`config.mk`:
```
export PLATFORM = sky130hd
export DESIGN_NAME = err_latch_safe_rel
export DESIGN_NICKNAME = d
export VERILOG_FILES = /design/src/rtl/err_latch_safe_rel.sv
export SDC_FILE = /design/constraint.sdc
export NUM_CORES = 1
export LEC_CHECK = 0
export ABC_CLOCK_PERIOD_IN_PS = 2200
export BUFFER_PORTS_ARGS = -buffer_cell sky130_fd_sc_hd__clkbuf_2
export CAP_MARGIN = 20
export CORE_AREA = 4 4 41 43
export CTS_CLUSTER_DIAMETER = 120
export DETAILED_ROUTE_END_ITERATION = 7
export DIE_AREA = 0 0 45 47
export SYNTH_ARGS = -nofsm -noshare
export SYNTH_HDL_FRONTEND = slang
export SYNTH_SLANG_ARGS = --single-unit
```
`constraint.sdc`:
```
create_clock -name clk_slow -period 2.2 [get_ports clk_slow]
set_input_delay 0.33 -clock clk_slow [delete_from_list [all_inputs] [get_ports clk_slow]]
set_output_delay 0.33 -clock clk_slow [all_outputs]
set_load 0.02 [all_outputs]
```
`src/rtl/err_latch_safe_rel.sv`:
```
module err_latch_safe_rel #(
  parameter int N_ERR       = 4,
  parameter int SYNC_STAGES = 2,
  parameter int FLUSH_CYC   = 4
) (
  input  logic             clk_slow,
  input  logic             rst_n_async,
  input  logic [N_ERR-1:0] err_evt,
  input  logic             sw_clr,
  output logic             err_n
);
  localparam int CW = $clog2(FLUSH_CYC + 1);

  logic [1:0]             rel_sync;
  logic                   rel_ok;
  logic [CW-1:0]          flush_cnt;
  logic                   ready;
  logic [SYNC_STAGES-1:0] evt_pipe;
  logic                   err_lat;

  always_ff @(posedge clk_slow or negedge rst_n_async)
    if (!rst_n_async) rel_sync <= '0;
    else              rel_sync <= {rel_sync[0], 1'b1};

  assign rel_ok = rel_sync[1];

  always_ff @(posedge clk_slow or negedge rst_n_async)
    if (!rst_n_async)          flush_cnt <= '0;
    else if (rel_ok && !ready) flush_cnt <= flush_cnt + 1'b1;

  assign ready = (flush_cnt == CW'(FLUSH_CYC));

  // capture flops carry no reset: they are flushed with zeros while not ready
  always_ff @(posedge clk_slow)
    if (!ready) begin
      evt_pipe <= '0;
      err_lat  <= 1'b0;
    end else begin
      evt_pipe <= SYNC_STAGES'({evt_pipe, |err_evt});
      err_lat  <= evt_pipe[SYNC_STAGES-1] | (err_lat & ~sw_clr);
    end

  assign err_n = ~(err_lat & ready);
endmodule

```
==> results by group <==
Yosys
  – Mapped Cells: 27
  – Sequential area share after synthesis: 58.73%
  – Post-synth net total: 36
  – Syn avg cell area: 11.68 sq um
  – Post-synthesis cell area: 315.3 sq um
  – Post-synth top area share: 39.68%
  – Yosys cell types: 17
  – Synth area leader: dfrtp_1
  – Synth Warn #: 0
  – Synthesized flop and latch total: 8
  – Synth top area cells: dfrtp_1 (40%), dfxtp_1 (19%), ha_1 (7.9%)

Worst setup path
  – Crit-path cells: inv_1 -> ha_1 -> nand3_1 -> clkbuf_2
  – Slowest stage delay, CP: 0.37 ns
  – WS Path Type: reg -> out
  – Crit path capture type: output pin
  – CP required: 1.87 ns
  – CP bufs+invs: 2
  – Crit path max-delay family: flip-flops
  – Max FO, Critical Path: 5
  – CP arrival: 1.23 ns
  – Slowest cell on the critical path: dfrtp_1
  – Worst setup SP type: register

Final layout
  – ANT cells: 0
  – Register area: 185.2 sq um
  – Most frequent cells in the layout: clkbuf_2 (7), dfrtp_1 (5), inv_1 (3), clkbuf_4 (3), dfxtp_1 (3)
  – Share of cells above drive strength 1: 33.33%
  – Final instance area: 405.4 sq um
  – Final net count: 49
  – Filler cell count: 145
  – Synth-to-Final Area Change: 28.57%
  – Area of the multi-input gates: 118.9 sq um
  – Most common cell after layout, fill and taps aside: clkbuf_2
  – Core Util, Final: 31.15%

Placed design
  – Final HPWL DP: 357.2 microns
  – # port buffers: 7
  – Placer Congestion: 0.5726
  – DP Area: 369.1 sq um

Clock network
  – Clock root buffer: clkbuf_4
  – Post-CTS sizing: 0
  – CTS sink count: 8
  – CTS buffer count: 3
  – Clock Latency Late Sink: 0.25 ns
  – CTS tree: built
  – Clock transition at path regs: 0.06 ns
  – CTS Buffer Depth: 2
  – H-tree Lvls: 1

Power
  – Pwr dens: 1173 nW/um^2
  – Leakage: 0.1898 nW
  – Worst IR Drop VDD: 537.2 uV
  – Total power: 0.4755 mW

Floorplan
  – Die Span Y: 47 microns
  – I/O pins: 8
  – Core box area: 1301 sq um
  – Die ar.: 2115 sq um
  – Initial Util: 24.23%
  – Rows: 13
  – Die Wd: 45 microns

Status
  – Status: completed

Flow run
  – Number of max-cap violations: 0

Routing
  – Routed wire length: 472 microns
  – Drt wl/cell: 8.741 microns
  – Drc violations: 0
  – Drt initial violations: 5
  – Pre-antenna DRT Iters: 4
  – Routed Antenna Nets: 0
  – Met2 wire length: 180 microns
  – Avg Vias per Cell: 4.037
  – Met3 wire length: 67 microns
  – M1 WL: 224 microns
  – Top Metal Used: met3
  – DR vias: 218

GRT
  – Global route overflow: 0
  – Pin count of the biggest net entering global routing: 7
  – Total global-route track usage: 6.056%
  – Number of global-route vias before repair: 201
  – First-pass GRT wire length: 807 microns
  – Initial antenna violation count: 0

STA
  – Post-layout min period: 1.558 ns
  – Final Hold Viols: 0
  – Slew Limit Fails: 0
  – RSZ-0062 raised after global routing: no
  – Fin Setup TNS: 0 ns
  – Fmax: 0.6419 GHz
  – Final worst-path cycle share: 70.81%
  – Finish-stage setup viols: 0
  – WHS: 0.2882 ns
  – Layout Skew: 0.006052 ns

Worst hold path
  – HP Class: in -> reg
[cell usage after synthesis, drive strengths merged]
cell type,instances
dfrtp,5
dfxtp,3
inv,3
a21oi,2
ha,2
a21boi,1
a31oi,1
and3,1
conb,1
mux2,1
nand2,1
nand2b,1
nand3,1
nor2,1
nor2b,1
nor4,1
xnor2,1
[final timing paths]
kind	startpoint	endpoint	slack [ns]	cells past startpoint
setup / recovery	flush_cnt[0]$_DFFE_PN0P_	err_n	0.64	4
min in group asynchronous	rst_n_async	flush_cnt[0]$_DFFE_PN0P_	0.43	2
setup reg to reg	flush_cnt[0]$_DFFE_PN0P_	flush_cnt[1]$_DFFE_PN0P_	0.89	4
max in group asynchronous	rst_n_async	flush_cnt[2]$_DFFE_PN0P_	1.63	2
hold / removal	err_evt[2]	evt_pipe[0]$_SDFF_PP0_	0.29	3
hold reg to reg	rel_sync[0]$_DFF_PN0_	rel_sync[1]$_DFF_PN0_	0.35	0
[power breakdown]
group	leakage [nW]	internal [mW]	switching (mW)
logic	0.0928	0.0752	0.0646
registers	0.0820	0.189	0.0301
clock network	0.0150	0.0692	0.0478
[worst reg2reg max path: cells and delay by family (launching register included)]
family	cells	cell delay (ns)
flip-flops	1	0.34
multiplexers	1	0.31
adder cells (fa/ha/maj)	1	0.26
AO/OA/AOI/OAI	1	0.21
buffers and inverters	1	0.06
[registers in the layout, summed over array words and instances (netlist names)]
signal     flops
err_lat        1
flush_cnt      3
rel_sync       2
evt_pipe       2
[final cells by class]
| cell class | count | share of cell area, % |
|---|---|---|
| inverter | 3 | 2.778 |
| clock buffer | 4 | 6.481 |
| sequential | 8 | 45.68 |
| tap | 15 | 4.630 |
| timing repair buffer | 8 | 11.11 |
| multi-input combinational | 16 | 29.32 |
[logic make-up after synthesis]
| group | after synthesis | share of synthesized area [%] |
|---|---|---|
| XOR/XNOR | 1 | 2.778 |
| flip-flops | 8 | 58.73 |
| buffers and inverters | 3 | 3.571 |
| adder cells (fa/ha/maj) | 2 | 7.935 |
| multiplexers | 1 | 4.761 |
| AO/OA/AOI/OAI | 4 | 8.731 |
| AND/OR/NAND/NOR | 7 | 12.30 |
| other | 1 | 1.189 |
[metrics by stage]
| stage | setup WS, ns | instances |
|---|---|---|
| floorplan | 0.9723 | 27 |
| global placement | 0.9256 | 49 |
| detailed placement | 0.9040 | 49 |
| CTS | 0.6275 | 54 |
| global route | 0.5260 | 54 |
| finish | 0.6422 | 54 |
[per-layer routing]
| layer | global-route usage [%] | up-vias |
|---|---|---|
| met2 | 7.062 | 13 |
| li1 | - | 111 |
| met5 | 0 | - |
| met4 | 1.754 | 0 |
| met3 | 6.897 | 0 |
| met1 | 6.993 | 94 |
[what timing repair did]
item | CTS | global route
hold endpoints to repair | 5 | 0
setup buffers | 0 | 0
hold buffers | 1 | 0
No activity file was read; power rests on OpenSTA's default activity.
